==> src/rtl/wsc_pkg.sv <==
package wsc_pkg;

    localparam int unsigned N_WIN  = 2;
    localparam int unsigned ADDR_W = 3;

    typedef enum logic [1:0] {
        ST_IDLE    = 2'd0,
        ST_COLLECT = 2'd1,
        ST_DECIDE  = 2'd2
    } wsc_state_e;

    // Register addresses; window g uses 2*g and 2*g+1, threshold g uses 4+g.
    localparam logic [ADDR_W-1:0] RA_THR_BASE = 3'd4;

endpackage

==> src/rtl/wsc_cfg_regs.sv <==
module wsc_cfg_regs
    import wsc_pkg::*;
#(
    parameter int unsigned OFS_W = 6,
    parameter int unsigned ACC_W = 14
) (
    input  logic                         clk,
    input  logic                         rst_n,
    input  logic                         cfg_we,
    input  logic [ADDR_W-1:0]            cfg_addr,
    input  logic [ACC_W-1:0]             cfg_wdata,
    output logic [N_WIN-1:0][OFS_W-1:0]  win_start,
    output logic [N_WIN-1:0][OFS_W-1:0]  win_end,
    output logic [N_WIN-1:0][ACC_W-1:0]  win_thr
);

    for (genvar g = 0; g < N_WIN; g++) begin : g_win
        localparam logic [ADDR_W-1:0] A_START = ADDR_W'(2 * g);
        localparam logic [ADDR_W-1:0] A_END   = ADDR_W'(2 * g + 1);
        localparam logic [ADDR_W-1:0] A_THR   = RA_THR_BASE + ADDR_W'(g);

        always_ff @(posedge clk or negedge rst_n) begin
            if (!rst_n) begin
                win_start[g] <= '0;
                win_end[g]   <= '0;
                win_thr[g]   <= '0;
            end else if (cfg_we) begin
                if (cfg_addr == A_START) win_start[g] <= cfg_wdata[OFS_W-1:0];
                if (cfg_addr == A_END)   win_end[g]   <= cfg_wdata[OFS_W-1:0];
                if (cfg_addr == A_THR)   win_thr[g]   <= cfg_wdata;
            end
        end
    end

endmodule

==> src/rtl/wsc_sample_clock.sv <==
module wsc_sample_clock #(
    parameter int unsigned TS_W = 16
) (
    input  logic            clk,
    input  logic            rst_n,
    input  logic            smp_vld,
    output logic [TS_W-1:0] ts_now
);

    always_ff @(posedge clk or negedge rst_n) begin
        if (!rst_n) begin
            ts_now <= '0;
        end else if (smp_vld) begin
            ts_now <= ts_now + TS_W'(1);
        end
    end

endmodule

==> src/rtl/wsc_window_acc.sv <==
module wsc_window_acc #(
    parameter int unsigned OFS_W = 6,
    parameter int unsigned SMP_W = 8,
    parameter int unsigned ACC_W = 14
) (
    input  logic             clk,
    input  logic             rst_n,
    input  logic             load,      // first sample of a spike: restart sum
    input  logic             step,      // later sample of the same spike
    input  logic [OFS_W-1:0] offset,
    input  logic [OFS_W-1:0] lo,
    input  logic [OFS_W-1:0] hi,
    input  logic [SMP_W-1:0] sample,
    output logic [ACC_W-1:0] sum
);

    localparam int unsigned EXT_W = ACC_W - SMP_W;

    logic             in_win;
    logic [ACC_W-1:0] addend;

    always_comb begin
        in_win = (offset >= lo) && (offset <= hi);
        addend = in_win ? {{EXT_W{sample[SMP_W-1]}}, sample} : '0;
    end

    always_ff @(posedge clk or negedge rst_n) begin
        if (!rst_n) begin
            sum <= '0;
        end else if (load) begin
            sum <= addend;
        end else if (step) begin
            sum <= sum + addend;
        end
    end

endmodule

==> src/rtl/wsc_classifier.sv <==
module wsc_classifier
    import wsc_pkg::*;
#(
    parameter int unsigned SMP_W = 8,
    parameter int unsigned OFS_W = 6,
    parameter int unsigned ACC_W = 14,
    parameter int unsigned TS_W  = 16
) (
    input  logic              clk,
    input  logic              rst_n,
    input  logic              smp_vld,
    input  logic [SMP_W-1:0]  smp_data,
    input  logic              det_strobe,
    input  logic              cfg_we,
    input  logic [ADDR_W-1:0] cfg_addr,
    input  logic [ACC_W-1:0]  cfg_wdata,
    output logic              res_vld,
    output logic [TS_W-1:0]   res_stamp,
    output logic              res_class
);

    wsc_state_e state_q, state_d;

    logic [N_WIN-1:0][OFS_W-1:0] live_start, live_end;
    logic [N_WIN-1:0][ACC_W-1:0] live_thr;
    logic [N_WIN-1:0][OFS_W-1:0] snap_start, snap_end;
    logic [N_WIN-1:0][ACC_W-1:0] snap_thr;
    logic [N_WIN-1:0][OFS_W-1:0] eff_start, eff_end;
    logic [N_WIN-1:0][ACC_W-1:0] sums;
    logic [N_WIN-1:0]            above;

    logic [OFS_W-1:0] live_max, snap_max;
    logic [OFS_W-1:0] ofs_q, cur_ofs;
    logic [TS_W-1:0]  ts_now, stamp_q;
    logic             accept, step, last, busy;

    wsc_cfg_regs #(.OFS_W(OFS_W), .ACC_W(ACC_W)) u_regs (
        .clk       (clk),
        .rst_n     (rst_n),
        .cfg_we    (cfg_we),
        .cfg_addr  (cfg_addr),
        .cfg_wdata (cfg_wdata),
        .win_start (live_start),
        .win_end   (live_end),
        .win_thr   (live_thr)
    );

    wsc_sample_clock #(.TS_W(TS_W)) u_clock (
        .clk     (clk),
        .rst_n   (rst_n),
        .smp_vld (smp_vld),
        .ts_now  (ts_now)
    );

    // Control strobes
    always_comb begin
        accept   = (state_q == ST_IDLE) && smp_vld && det_strobe;
        step     = (state_q == ST_COLLECT) && smp_vld;
        last     = step && (ofs_q == snap_max);
        busy     = (state_q != ST_IDLE);
        cur_ofs  = (state_q == ST_IDLE) ? '0 : ofs_q;
        live_max = (live_end[0] > live_end[1]) ? live_end[0] : live_end[1];
    end

    // Parameter snapshot taken at the accepted detection
    always_ff @(posedge clk or negedge rst_n) begin
        if (!rst_n) begin
            snap_start <= '0;
            snap_end   <= '0;
            snap_thr   <= '0;
            snap_max   <= '0;
            stamp_q    <= '0;
        end else if (accept) begin
            snap_start <= live_start;
            snap_end   <= live_end;
            snap_thr   <= live_thr;
            snap_max   <= live_max;
            stamp_q    <= ts_now;
        end
    end

    // Offset of the next sample within the spike
    always_ff @(posedge clk or negedge rst_n) begin
        if (!rst_n) begin
            ofs_q <= '0;
        end else if (accept) begin
            ofs_q <= OFS_W'(1);
        end else if (step) begin
            ofs_q <= ofs_q + OFS_W'(1);
        end
    end

    // Window accumulators and threshold compares
    for (genvar g = 0; g < N_WIN; g++) begin : g_acc
        always_comb begin
            eff_start[g] = accept ? live_start[g] : snap_start[g];
            eff_end[g]   = accept ? live_end[g]   : snap_end[g];
            above[g]     = $signed(sums[g]) > $signed(snap_thr[g]);
        end

        wsc_window_acc #(.OFS_W(OFS_W), .SMP_W(SMP_W), .ACC_W(ACC_W)) u_acc (
            .clk    (clk),
            .rst_n  (rst_n),
            .load   (accept),
            .step   (step),
            .offset (cur_ofs),
            .lo     (eff_start[g]),
            .hi     (eff_end[g]),
            .sample (smp_data),
            .sum    (sums[g])
        );
    end

    // State register
    always_ff @(posedge clk or negedge rst_n) begin
        if (!rst_n) begin
            state_q <= ST_IDLE;
        end else begin
            state_q <= state_d;
        end
    end

    // Next-state logic
    always_comb begin
        state_d = state_q;
        unique case (state_q)
            ST_IDLE: begin
                if (accept) begin
                    state_d = (live_max == '0) ? ST_DECIDE : ST_COLLECT;
                end
            end
            ST_COLLECT: begin
                if (last) begin
                    state_d = ST_DECIDE;
                end
            end
            ST_DECIDE: begin
                state_d = ST_IDLE;
            end
            default: begin
                state_d = ST_IDLE;
            end
        endcase
    end

    // Outputs
    always_comb begin
        res_vld   = (state_q == ST_DECIDE);
        res_stamp = stamp_q;
        res_class = res_vld && (&above);
    end

endmodule

==> config.mk <==
export PLATFORM = sky130hd
export DESIGN_NAME = wsc_classifier
export DESIGN_NICKNAME = d
export VERILOG_FILES = /design/src/rtl/wsc_pkg.sv /design/src/rtl/wsc_cfg_regs.sv /design/src/rtl/wsc_sample_clock.sv /design/src/rtl/wsc_window_acc.sv /design/src/rtl/wsc_classifier.sv
export SDC_FILE = /design/constraint.sdc
export NUM_CORES = 1
export LEC_CHECK = 0
export BUFFER_PORTS_ARGS = -buffer_cell sky130_fd_sc_hd__buf_2
export CAP_MARGIN = 20
export CORE_MARGIN = 2
export CORE_UTILIZATION = 67
export DETAILED_ROUTE_END_ITERATION = 16
export PLACE_DENSITY = 0.86
export SKIP_CTS_REPAIR_TIMING = 1
export SLEW_MARGIN = 20
export SYNTH_ARGS = -nofsm -noshare
export SYNTH_HDL_FRONTEND = slang
export SYNTH_SLANG_ARGS = --single-unit
==> constraint.sdc <==
create_clock -name clk -period 10 [get_ports clk]
set_input_delay 2 -clock clk [delete_from_list [all_inputs] [get_ports clk]]
set_output_delay 2 -clock clk [all_outputs]
set_load 0.02 [all_outputs]
==> out/metrics.yaml <==
routed_wl_mm: 22.42
crit_required_ns: 10.32
drc: 0
cts_buffer_depth: 2
crit_slowest_cell: "and3_2"
critical_path.max_stage_delay_ns: 0.89
cts_root_buffer: "clkbuf_16"
boundaryPins: 48
place_congestion: 0.9188
drt_first_pass_iters: 5
finalClockSkew_ns: 0.007567
setup_slack_ns: 3.116
drtIter0Drc: 840
synthArstFlopShare_pct: 100.0
criticalPathCategory: "input pin to flip-flop"
fin_nets: 1136
hp-start: "u_clock.ts_now[15]"
final_area_um2: 10780
cts_tree: "yes"
hold_viol: 0
slew_violations: 0
max_slew_margin_pct: 33.07
cts-buffers-inserted: 17
place_area_um2: 10120
critPathTopFamily: "compound AO/OA/AOI/OAI gates"
hpwl_mm: 15.02
rows: 44
drive_above_1_share_pct: 15.13
fill_cells: 931
crit_path_max_fanout: 53
grt_antenna_before_repair: 0
final_cells: 1215
setup-violations-final: 0
worstReg2RegEnd: "g_acc[0].u_acc.sum[13]"
startpoint_type: "input pin"
syn-cell-area_um2: 9717
ys_types: 58
crit_start: "smp_vld"
timing.hold.ws_ns: 0.4676
clkSinkCount: 178
pre_cts_slack_ns: 2.617
dpl.cell_count: 1182
min_path_type: "flip-flop to flip-flop"
synth-seq-area-share_pct: 45.84
start_util_pct: 67.62
worst_pin_slew_ns: 1.004
status: "complete, no violations"
hold_depth: 1
r2r_start: "state_q[0]"
avgSynthCellArea_um2: 9.956
critPathBufInv: 4
synthCells: 976
rsz0062_at_grt: "false"
wl_per_cell_um: 18.45
synth-seq-cells: 178
num_vias: 7478
syn_to_final_growth_pct: 10.89
p_per_area_nw_per_um2: 313.4
dieArea_um2: 15480
worstHoldEndpoint: "u_clock.ts_now[15]"
max_clock_freq_mhz: 145.3
syn_nets: 1094
die_width_um: 124.4
reg2reg_setup_slack_ns: 4.02
drtAntennaViolNets: 0
drv_cap: 0
cp-end-kind: "flip-flop"
viasPerCell: 6.155
htree_levels: 4
grtUsageTotal_pct: 29.76
fin_crit_sh_pct: 68.84
post-route-min-period_ns: 6.884
diodes: 0
crit_top_cell: "nand2_1"
reg2reg_depth: 19
vdd_drop_max_v: 0.0001569
yosys_warnings: 0
clk_pin_slew_ns: 0.07
numPortBuffers: 47
grt_pass1_vias: 7325
grt_start_max_net_pins: 114
p_leak_nw: 5.404
synth_edf_count: 0
critPathArrivalTime_ns: 7.21
crit_chain: "buf_2, and3_2, buf_4, nand2_1, nand2_1, inv_1, ha_1, o21ai_0, o31a_1, nor3_2, nand2_1, inv_1, ha_1, a21o_1, a221oi_2, o21ai_2, a311oi_4, o31ai_1, a221o_1"
core-area_um2: 14370
fp.dieH_um: 124.4
clkLatencyLatePin_ns: 0.44
synth_flop_cell: "dfrtp_1"
grt_overflow: 0
fin_tns_setup_ns: 0
grt_pass1_wl_mm: 37.12
-- cell usage after synthesis, types with 5 or more instances --
cell / count / area (um^2)
dfrtp_1: 178 / 4454
nand2_1: 171 / 641.9
ha_1: 86 / 1076
inv_1: 70 / 262.8
o21ai_0: 60 / 300.3
mux2_2: 53 / 596.8
nor2_1: 46 / 172.7
a21oi_1: 32 / 160.2
xnor2_1: 25 / 219.0
a21o_1: 24 / 180.2
xor2_1: 20 / 175.2
clkbuf_1: 19 / 71.32
nand3_1: 17 / 85.08
nand4_1: 17 / 106.4
and2_1: 15 / 93.84
mux2i_1: 15 / 150.1
nor2b_1: 14 / 87.58
a31oi_1: 13 / 81.33
a221o_1: 8 / 80.08
buf_1: 7 / 26.28
nor3_1: 7 / 35.03
nand2b_1: 6 / 37.54
a211oi_1: 5 / 37.54
nor4_1: 5 / 31.28
o21bai_1: 5 / 37.54
-- worst max-delay path by stage --
stage,to,cells after the start,slack [ns]
after floorplan,g_acc[0].u_acc.sum[12],22,3.55
after global placement,g_acc[1].u_acc.sum[11],19,2.81
after detailed placement,g_acc[1].u_acc.sum[11],19,2.62
after CTS,g_acc[1].u_acc.sum[11],19,3.00
after global routing,g_acc[0].u_acc.sum[13],19,2.72
final,g_acc[0].u_acc.sum[13],19,3.12
-- sequential cells by signal, summed over array words and instances (netlist names) --
name / cells
u_regs.win_thr: 28
state_q: 2
u_regs.win_end: 12
ofs_q: 6
snap_thr: 28
snap_start: 12
u_regs.win_start: 12
snap_end: 12
snap_max: 6
res_stamp: 16
g_acc.u_acc.sum: 28
u_clock.ts_now: 16
-- layout by cell type (no fill, tap or decap), drive strengths merged, types with 3 or more instances in the layout --
cell type | netlist | final
buf | 11 | 53
nand2b | 6 | 6
nand3 | 17 | 17
o21ai | 62 | 62
dfrtp | 178 | 178
xor2 | 20 | 20
nor2b | 14 | 14
mux2i | 15 | 15
clkinvlp | 0 | 3
nand2 | 171 | 171
o22ai | 4 | 4
a21o | 24 | 24
a221o | 8 | 8
and3 | 5 | 5
or4 | 4 | 4
bufinv | 0 | 3
clkbuf | 19 | 19
mux2 | 53 | 53
xnor2 | 25 | 25
nor4 | 5 | 5
nor2 | 46 | 46
clkinv | 0 | 4
o21a | 3 | 3
ha | 86 | 86
o21bai | 5 | 5
nand4 | 17 | 17
nor3 | 8 | 8
a2111oi | 3 | 3
inv | 70 | 73
a31oi | 13 | 13
a211oi | 5 | 5
and2 | 15 | 15
a21oi | 33 | 33
-- final cells by class --
| cell class | count | area [um^2] | area share (%) |
|---|---|---|---|
| Timing Repair Buffer | 53 | 306.5 | 2.845 |
| Multi-Input combinational cell | 698 | 4905 | 45.52 |
| Inverter | 70 | 262.8 | 2.438 |
| Tap cell | 184 | 230.2 | 2.137 |
| Clock inverter | 13 | 173.9 | 1.614 |
| Clock buffer | 19 | 442.9 | 4.111 |
| Sequential cell | 178 | 4454 | 41.34 |
-- kinds of logic (layout without fill, tap and decap cells) --
family                     after synthesis  in the layout  synth area share, %
DFF                                    178            178                45.84
buffers and inverters                  100            155                3.915
muxes                                   68             68                7.687
AOI/OAI and AO/OA                      180            180                12.18
and+or+nand+nor                        317            317                14.83
adders and majority gates               88             88                11.49
xor gates and xnor gates                45             45                4.056
-- where the power goes --
part | internal, W | total [W] | switching [W]
Clock | 0.000404 | 0.000697 | 0.000293
Combinational | 0.000643 | 0.00153 | 0.000887
Sequential | 0.000967 | 0.00115 | 0.000183
-- layer usage --
metal / GRT usage (%) / part of all wire (%) / vias up
met4: 11.04 / 2.5 / 0
met3: 5.326 / 7.9 / 52
met2: 45.10 / 45 / 341
met1: 43.34 / 44 / 3619
li1: - / - / 3466
met5: 0 / 0 / -
-- per-stage QoR --
stage	power [W]	util (%)
3_3_place_gp	0.002514	70.43
6_report	0.003377	74.99
5_1_grt	0.003609	74.99
3_5_place_dp	0.002597	70.43
4_1_cts	0.003336	74.72
2_1_floorplan	0.002222	-
Note: power is estimated with default switching activity, not from simulation.
